File: src/rtl/tlbm_pkg.sv
`timescale 1ns/1ps
package tlbm_pkg;
  // number of translation levels in the virtual address
  localparam int LVLS  = 4;
  localparam int LVL_W = $clog2(LVLS);

  // resolved page size; the code equals the lowest level that is compared
  typedef enum logic [LVL_W-1:0] {
    PG_4K   = 2'd0,
    PG_2M   = 2'd1,
    PG_1G   = 2'd2,
    PG_512G = 2'd3
  } pg_size_e;

  // raw size flags as stored, largest first
  typedef struct packed {
    logic sz512g;
    logic sz1g;
    logic sz2m;
  } size_flags_t;
endpackage

File: src/rtl/tlbm_store.sv
`timescale 1ns/1ps
module tlbm_store
  import tlbm_pkg::*;
#(
  parameter int IDX_W = 9,
  localparam int TAG_W = LVLS * IDX_W
) (
  input  logic             clk,
  input  logic             rst,
  input  logic             wr_en_i,
  input  logic             wr_valid_i,
  input  size_flags_t      wr_flags_i,
  input  logic [TAG_W-1:0] wr_tag_i,
  output logic             valid_o,
  output size_flags_t      flags_o,
  output logic [TAG_W-1:0] tag_o
);
  logic             valid_q;
  size_flags_t      flags_q;
  logic [TAG_W-1:0] tag_q;

  always_ff @(posedge clk) begin
    if (rst) begin
      valid_q <= 1'b0;
      flags_q <= '0;
      tag_q   <= '0;
    end else if (wr_en_i) begin
      valid_q <= wr_valid_i;
      flags_q <= wr_flags_i;
      tag_q   <= wr_tag_i;
    end
  end

  assign valid_o = valid_q;
  assign flags_o = flags_q;
  assign tag_o   = tag_q;

  // a write captures the update bundle
  assert_wr_capture_R2: assert property (@(posedge clk) disable iff (rst)
    wr_en_i |=> (valid_q == $past(wr_valid_i)) && (tag_q == $past(wr_tag_i)));

  // no write, no change
  assert_hold_R2: assert property (@(posedge clk) disable iff (rst)
    !wr_en_i |=> $stable(valid_q) && $stable(flags_q) && $stable(tag_q));
endmodule

File: src/rtl/tlbm_size_sel.sv
`timescale 1ns/1ps
module tlbm_size_sel
  import tlbm_pkg::*;
(
  input  size_flags_t     flags_i,
  output pg_size_e        size_o,
  output logic [LVLS-1:0] mask_o
);
  // largest page size wins when several flags are set
  always_comb begin
    if (flags_i.sz512g)    size_o = PG_512G;
    else if (flags_i.sz1g) size_o = PG_1G;
    else if (flags_i.sz2m) size_o = PG_2M;
    else                   size_o = PG_4K;
  end

  // a level takes part in the compare when it is at or above the size code
  for (genvar l = 0; l < LVLS; l++) begin : g_mask
    assign mask_o[l] = (LVL_W'(l) >= size_o);
  end
endmodule

File: src/rtl/tlbm_level_cmp.sv
`timescale 1ns/1ps
module tlbm_level_cmp
  import tlbm_pkg::*;
#(
  parameter int IDX_W = 9,
  localparam int TAG_W = LVLS * IDX_W
) (
  input  logic             clk,
  input  logic             rst,
  input  logic             valid_i,
  input  logic [TAG_W-1:0] tag_i,
  input  logic [TAG_W-1:0] look_i,
  input  logic [LVLS-1:0]  mask_i,
  output logic             hit_o
);
  logic [LVLS-1:0] lvl_eq;

  for (genvar l = 0; l < LVLS; l++) begin : g_lvl
    assign lvl_eq[l] = (tag_i[l*IDX_W +: IDX_W] == look_i[l*IDX_W +: IDX_W]);
  end

  assign hit_o = valid_i && (&(lvl_eq | ~mask_i));

  // the top level is always compared, so a hit implies it matched
  assert_top_level_R7: assert property (@(posedge clk) disable iff (rst)
    hit_o |-> (tag_i[TAG_W-1 -: IDX_W] == look_i[TAG_W-1 -: IDX_W]));
endmodule

File: src/rtl/tlbm_entry_match.sv
`timescale 1ns/1ps
module tlbm_entry_match
  import tlbm_pkg::*;
#(
  parameter int IDX_W = 9,
  localparam int TAG_W = LVLS * IDX_W
) (
  input  logic             clk,
  input  logic             rst,
  input  logic             upd_en_i,
  input  logic             upd_valid_i,
  input  logic             upd_sz512g_i,
  input  logic             upd_sz1g_i,
  input  logic             upd_sz2m_i,
  input  logic [TAG_W-1:0] upd_vpn_i,
  input  logic [IDX_W-1:0] lk_idx0_i,
  input  logic [IDX_W-1:0] lk_idx1_i,
  input  logic [IDX_W-1:0] lk_idx2_i,
  input  logic [IDX_W-1:0] lk_idx3_i,
  output logic             hit_o,
  output logic             hit_512g_o,
  output logic             hit_1g_o,
  output logic             hit_2m_o
);
  size_flags_t      wr_flags;
  logic             st_valid;
  size_flags_t      st_flags;
  logic [TAG_W-1:0] st_tag;
  logic [TAG_W-1:0] look_vpn;
  pg_size_e         st_size;
  logic [LVLS-1:0]  cmp_mask;
  logic             hit;

  assign wr_flags = '{sz512g: upd_sz512g_i, sz1g: upd_sz1g_i, sz2m: upd_sz2m_i};
  assign look_vpn = {lk_idx3_i, lk_idx2_i, lk_idx1_i, lk_idx0_i};

  tlbm_store #(.IDX_W(IDX_W)) store_i (
    .clk        (clk),
    .rst        (rst),
    .wr_en_i    (upd_en_i),
    .wr_valid_i (upd_valid_i),
    .wr_flags_i (wr_flags),
    .wr_tag_i   (upd_vpn_i),
    .valid_o    (st_valid),
    .flags_o    (st_flags),
    .tag_o      (st_tag)
  );

  tlbm_size_sel size_i (
    .flags_i (st_flags),
    .size_o  (st_size),
    .mask_o  (cmp_mask)
  );

  tlbm_level_cmp #(.IDX_W(IDX_W)) cmp_i (
    .clk     (clk),
    .rst     (rst),
    .valid_i (st_valid),
    .tag_i   (st_tag),
    .look_i  (look_vpn),
    .mask_i  (cmp_mask),
    .hit_o   (hit)
  );

  assign hit_o      = hit;
  assign hit_512g_o = hit && (st_size == PG_512G);
  assign hit_1g_o   = hit && (st_size == PG_1G);
  assign hit_2m_o   = hit && (st_size == PG_2M);

  // at most one size output, and only together with a hit
  assert_size_onehot_R9: assert property (@(posedge clk) disable iff (rst)
    $onehot0({hit_512g_o, hit_1g_o, hit_2m_o}));
  assert_size_needs_hit_R9: assert property (@(posedge clk) disable iff (rst)
    (hit_512g_o || hit_1g_o || hit_2m_o) |-> hit_o);

  // an entry written invalid cannot hit on the following cycle
  assert_invalid_no_hit_R8: assert property (@(posedge clk) disable iff (rst)
    (upd_en_i && !upd_valid_i) |=> !hit_o);
endmodule

File: config.mk
export PLATFORM = sky130hd
export DESIGN_NAME = tlbm_entry_match
export DESIGN_NICKNAME = d
export VERILOG_FILES = /design/src/rtl/tlbm_pkg.sv /design/src/rtl/tlbm_store.sv /design/src/rtl/tlbm_size_sel.sv /design/src/rtl/tlbm_level_cmp.sv /design/src/rtl/tlbm_entry_match.sv
export SDC_FILE = /design/constraint.sdc
export NUM_CORES = 1
export LEC_CHECK = 0
export BUFFER_PORTS_ARGS = -buffer_cell sky130_fd_sc_hd__buf_2
export CORE_UTILIZATION = 40
export CTS_CLUSTER_DIAMETER = 80
export DETAILED_ROUTE_END_ITERATION = 6
export PLACE_DENSITY = 0.71
export SLEW_MARGIN = 30
export SYNTH_ARGS = -nofsm -noshare
export SYNTH_HDL_FRONTEND = slang
export SYNTH_SLANG_ARGS = --single-unit
File: constraint.sdc
create_clock -name clk -period 3.15 [get_ports clk]
set_input_delay 0.315 -clock clk [delete_from_list [all_inputs] [get_ports clk]]
set_output_delay 0.315 -clock clk [all_outputs]
set_load 0.1 [all_outputs]
# ---- After elaboration in Yosys (flattened, before gate mapping)
# Cells that the tools add are included.
dict set report totals {
  out_inout_bits 4
  regBits 40
}
dict set report op_classes {
  eq_ne 7
  n_reduce_logical 5
  mux 3
  bitwise_logic 2
  order_cmp 4
}
# cell count
set ops {}
lappend ops {{$eq 9x9->1} 4}
lappend ops {{$eq 2x2->1 const B} 2}
lappend ops {{$ge 1x2->1 const A} 2}
lappend ops {{$ge 2x2->1 const A} 2}
lappend ops {{$logic_and 1x1->1} 4}
lappend ops {{$mux 2} 2}
lappend ops {{$not 4->4} 1}
lappend ops {{$or 4x4->4} 1}
lappend ops {{$reduce_and 4->1} 1}
lappend ops {{$eq 2x1->1 const B} 1}
lappend ops {{$mux 1} 1}

# ---- Depth between registers and ports, before layout
dict set report depth {
  ltp_word 9
  mapped_depth 4
}

# ---- Modules after synthesis
# From an unflattened synthesis, not the netlist that was laid out.
dict set report hier_totals {
  hier_cells 191
  hier_area_um2 1938.1
}
# module instances seq_area_each_um2 cells_each area_each_um2
set modules_own_cells {}
lappend modules_own_cells {tlbm_store 1 800.8 129 1457.6}
lappend modules_own_cells {tlbm_level_cmp 1 0.0 51 412.9}
lappend modules_own_cells {tlbm_size_sel 1 0.0 8 42.5}
lappend modules_own_cells {tlbm_entry_match 1 0.0 3 25.0}

# ---- Worst setup path after synthesis
# OpenSTA, ideal clock, no wires.
dict set report synth_timing {
  path_kind {register to output}
  startpoint {reg store_i.tag_q[26], in the netlist store_i.tag_o[26]}
  endpoint {out hit_1g_o}
  stages_incl_launch_ff 5
  arrival_time_ns 4.043
  setup_slack_ns -1.208
  n_path_buf 0
  required_time_ns 2.835
  path_cell_list {dfxtp_1 > xor2_1 > nor4_1 > a41oi_1 > nor4b_1}
}
dict set report synth_via {
  elab_chain_cells 5
}
# element line_no
set synth_lines {}
lappend synth_lines {{start, declared} tlbm_store.sv:20} ;# logic [TAG_W-1:0] tag_q;
lappend synth_lines {{start signal, assigned} tlbm_store.sv:30} ;# tag_q <= wr_tag_i;
lappend synth_lines {{$eq 9x9->1} tlbm_level_cmp.sv:19} ;# assign lvl_eq[l] = (tag_i[l*IDX_W +: IDX_W] == look_i[l*IDX_W +: IDX_W]);
lappend synth_lines {{$or 4x4->4} tlbm_level_cmp.sv:22} ;# assign hit_o = valid_i && (&(lvl_eq | ~mask_i));
lappend synth_lines {{$reduce_and 4->1} tlbm_level_cmp.sv:22}
lappend synth_lines {{$logic_and 1x1->1} tlbm_level_cmp.sv:22}
lappend synth_lines {{$logic_and 1x1->1} tlbm_entry_match.sv:67} ;# assign hit_1g_o = hit && (st_size == PG_1G);
lappend synth_lines {{end, declared} tlbm_entry_match.sv:22} ;# output logic hit_1g_o,
# No other way between the ends.

# ---- Worst setup path in the final report
dict set report layout_timing {
  startpoint {reg store_i.tag_q[34], in the netlist store_i.tag_o[34]}
  endpoint {out hit_2m_o}
}
dict set report layout_via {
  elab_chain_cells 5
}
# element line_no
set layout_lines {}
lappend layout_lines {{$eq 9x9->1} tlbm_level_cmp.sv:19}
lappend layout_lines {{$or 4x4->4} tlbm_level_cmp.sv:22}
lappend layout_lines {{$reduce_and 4->1} tlbm_level_cmp.sv:22}
lappend layout_lines {{$logic_and 1x1->1} tlbm_level_cmp.sv:22}
lappend layout_lines {{$logic_and 1x1->1} tlbm_entry_match.sv:68} ;# assign hit_2m_o = hit && (st_size == PG_2M);
lappend layout_lines {{end, declared} tlbm_entry_match.sv:23} ;# output logic hit_2m_o
# No other way between the ends.

==> reports/qor_table.md <==
| Group | Metric | Reported |
|:---|:---|:---|
| power and ir drop | Int Power | 801.8 uW |
| timing | Setup repair after global routing missed its margin | no |
| drt | Via count of the routed design | 1,512 |
| outcome | Outcome | completed |
| setup path | End of the worst register-to-register path | store_i.flags_o[2] |
| clocking | Hold buffer count at cts | 0 |
| setup path | Endpoint kind of the worst setup timing path | primary output |
| logic synthesis | Area of the mapped netlist | 0.001837 sq mm |
| timing | Final hold viol count | 0 |
| logic synthesis | Prevailing post-synth register cell | sky130_fd_sc_hd__dfxtp_1 |
| setup path | Cell with the largest stage delay on the worst path | sky130_fd_sc_hd__buf_2 |
| floorplanning | Count of boundary I/O pins | 83 |
| setup path | Most Frequent Cell on Critical Path | sky130_fd_sc_hd__nor4_1 |
| clocking | Cts repair resizes | 0 |
| logic synthesis | Synthesized netlist net count | 267 |
| setup path | Number of buffers and inverters on the critical path | 1 |
| floorplanning | Core Region | 0.004384 sq mm |
| floorplanning | Number of standard-cell rows in the floorplan | 24 |
| floorplanning | Die area | 0.004867 sq mm |
| place | Detail Placement HPWL | 2774 um |
| timing | Final period demand of the worst path | 2417 ps |
| power and ir drop | Sequential power share | 52.5% |
| floorplanning | Starting density of the core | 41.89% |
| timing | Transition at the pin with the smallest max-transition slack | 739.3 ps |
| setup path | Depth of the worst register-to-register path | 2 |
| drt | Number of iterations in the first detailed-routing pass | 4 |
| setup path | Data arrival at the endpoint of the critical path | 2100 ps |
| setup path | Required arrival time at the worst endpoint | 2830 ps |
| timing | Number of failing setup endpoints in the final timing report | 0 |
| clocking | Max Buffers Root-to-Sink | 2 |
| timing | Skew final | 0 ps |
| timing | Max-slew violation count | 0 |
| drt | Number of antenna-violating nets in the routed design | 0 |
| setup path | Start of the worst register-to-register path | store_i.flags_o[2] |
| hold path | Class of the worst hold path | input port to register |
| finish | Number of nets in the layout | 348 |
| hold path | Worst hold path cell count | 3 |
| logic synthesis | Post-synthesis sequential area ratio | 43.60% |
| logic synthesis | Gate count after technology mapping | 188 |
| drt | Remaining DRCs | 0 |
| finish | Leading cell types in the layout, fill and taps excluded | sky130_fd_sc_hd__buf_2 (82), sky130_fd_sc_hd__nor2_1 (44), sky130_fd_sc_hd__mux2i_1 (40), sky130_fd_sc_hd__dfxtp_1 (40), sky130_fd_sc_hd__xor2_1 (33) |
| clocking | Depth of the CTS H-tree | 2 |
| setup path | Critical path fanouts, max | 4 |
| power and ir drop | Maximum resistive drop on vdd | 0.0002635 V |
| finish | Antenna Diode Count | 0 |
| power and ir drop | Comb power frac | 15.4% |
| timing | Timing-limited maximum frequency | 0.4137 GHz |
| power and ir drop | Fraction of power consumed by the clock network | 32.1% |
| place | Final weighted congestion in routability-driven placement | 0.7732 |
| global routing | First-pass GRT wire length | 6216 um |
| clocking | Buffer count from post-CTS setup fixing | 0 |
| global routing | Overflow left after global routing | 0 |
| global routing | Maximum number of pins on one net before global-route repair | 41 |
| clocking | Sink Count | 40 |
| clocking | Latest clock arrival within the worst-skew pair | 280 ps |
| power and ir drop | Net Switching | 260.1 uW |
| setup path | Critical path, cell by cell | xor2_1, nor4_1, nand4_1, nor4_1, buf_2 |
| logic synthesis | Synthesized area per cell | 9.770 sq um |
| logic synthesis | Count of cell types in the netlist | 18 |
| timing | Final period util | 76.73% |
| power and ir drop | Leakage dissipation | 1.241 nW |
| finish | Proportion of layout cells with a drive suffix above 1 | 34.07% |
| finish | Final design utilization | 54.28% |
| finish | Layout filler cell count | 432 |
| drt | DR WL/cell | 11.55 um |
| finish | Most common cell after layout, fill and taps aside | sky130_fd_sc_hd__buf_2 |
| finish | P&R area growth vs syn | 29.56% |
| global routing | Initial antenna violation count | 0 |
| clocking | CTS tree | done |
| logic synthesis | Count of flip-flops with a built-in enable after synthesis | 0 |
| setup path | Critical Path Start | store_i.tag_o[34] |
| floorplanning | Width of the die | 69.77 um |
| clocking | Number of CTS-inserted buffers | 5 |
| global routing | Via count of the first global-routing pass | 1,413 |
| setup path | CP Launch Type | register |
| logic synthesis | Number of synthesized register bits | 40 |
| clocking | Clock Pin Slew Worst Setup and Hold Paths | 80 ps |
| timing | Final hold slack | 260.8 ps |
| floorplanning | Die Span Y | 69.77 um |
| setup path | Register-to-register setup slack | 2410 ps |
| setup path | Critical Path Sink | hit_2m_o |
| drt | Aggregate routed wire length | 3719 um |
| power and ir drop | PD cells | 446.2 mW/mm^2 |
| logic synthesis | Count of yosys warnings during synthesis | 0 |
| place | Number of port buffers | 82 |
| logic synthesis | Share of flip-flops with an asynchronous set or reset after synthesis | 0% |
| run | Max capacitance violation total | 0 |
| setup path | Logic depth of the worst setup path including buffers | 5 |
| timing | Worst rel slew slack | 50.71% |
| drt | DRC marker count from the first detailed-route iteration | 45 |
| power and ir drop | Net switching fraction of the power | 24.49% |
| setup path | Critical path start-end classification | register to primary output |
| clocking | Clk root buf | sky130_fd_sc_hd__clkbuf_8 |
| setup path | Kind of cell with the highest combined delay on the critical path | simple AND/OR/NAND/NOR gates |
| drt | Vias/cell | 4.696 |
| global routing | GRT Overall Usage | 16.03% |
| setup path | Stage delay of the slowest cell on the critical path | 470 ps |
==> worst min path at each step <==
stage | end | from | slack, ps
after floorplan | store_i.valid_o | store_i.valid_o | 460
after global placement | store_i.tag_o[24] | store_i.tag_o[24] | 490
after detailed placement | store_i.tag_o[15] | store_i.tag_o[15] | 500
after CTS | store_i.tag_o[3] | upd_vpn_i[3] | 250
after global routing | store_i.flags_o[0] | upd_sz2m_i | 260
final | store_i.tag_o[7] | upd_vpn_i[7] | 260
==> flip-flops by register name, summed over array words and instances, names as in the netlist <==
register,count
store_i.flags_o,3
store_i.tag_o,36
store_i.valid_o,1
==> power by group through the flow <==
stage	sequential, mW	combinational, mW	clock, mW
4_1_cts	0.558	0.167	0.354
2_1_floorplan	0.564	0.101	0
3_3_place_gp	0.568	0.164	0
6_report	0.557	0.164	0.341
5_1_grt	0.561	0.185	0.378
3_5_place_dp	0.569	0.166	0
==> through the flow <==
step                TNS [ps]  instances  instance area [sq um]  power (mW)  setup WS (ps)
global route               0        322                   2380       1.124          536.4
finish                     0        322                   2380       1.062          733.1
CTS                        0        322                   2380       1.079          659.0
detailed placement         0        314                   2287      0.7355          912.7
floorplan              -2030        188                   1843      0.6652          -1015
global placement           0        314                   2287      0.7321          955.6
==> layer usage <==
layer,part of all wire [%],GRT usage [%],vias to the layer above
met5,0,0,-
met1,44,19.75,666
li1,-,-,794
met2,49,26.92,45
met3,5.4,4.360,7
met4,1.6,5.333,0
==> tightest hold or removal path, delay by kind of cell <==
kind | cells | cell delay, ps
multiplexers | 1 | 50
buffers and inverters | 1 | 70
AND/OR/NAND/NOR | 1 | 70
==> Yosys cell counts, types with 3 or more instances <==
cell,number,area [sq um]
sky130_fd_sc_hd__nor4_1,7,43.79
sky130_fd_sc_hd__nor2_1,44,165.2
sky130_fd_sc_hd__clkbuf_1,5,18.77
sky130_fd_sc_hd__xnor2_1,3,26.28
sky130_fd_sc_hd__mux2i_1,40,400.4
sky130_fd_sc_hd__xor2_1,33,289.0
sky130_fd_sc_hd__buf_2,4,20.02
sky130_fd_sc_hd__dfxtp_1,40,800.8
sky130_fd_sc_hd__nor3_1,3,15.01
==> logic make-up (layout without fill, tap and decap cells) <==
group / Yosys count / after routing / synth area share [%]
AND/OR/NAND/NOR: 59 / 59 / 13.83
multiplexers: 40 / 40 / 21.80
flip-flops: 40 / 40 / 43.60
XOR/XNOR: 36 / 36 / 17.17
buffers and inverters: 10 / 92 / 2.316
AO/OA/AOI/OAI: 3 / 3 / 1.295
==> layout make-up <==
type | instances | area, sq um | share of cell area (%)
multi-input cells | 138 | 999.7 | 42.01
flip-flops and latches | 40 | 800.8 | 33.65
repair buffers | 83 | 417.9 | 17.56
clock buffers | 6 | 82.58 | 3.470
well taps | 52 | 65.06 | 2.734
clock inverters | 2 | 10.01 | 0.4206
inverters | 1 | 3.754 | 0.1577
Power figures use the tool's default switching activity.
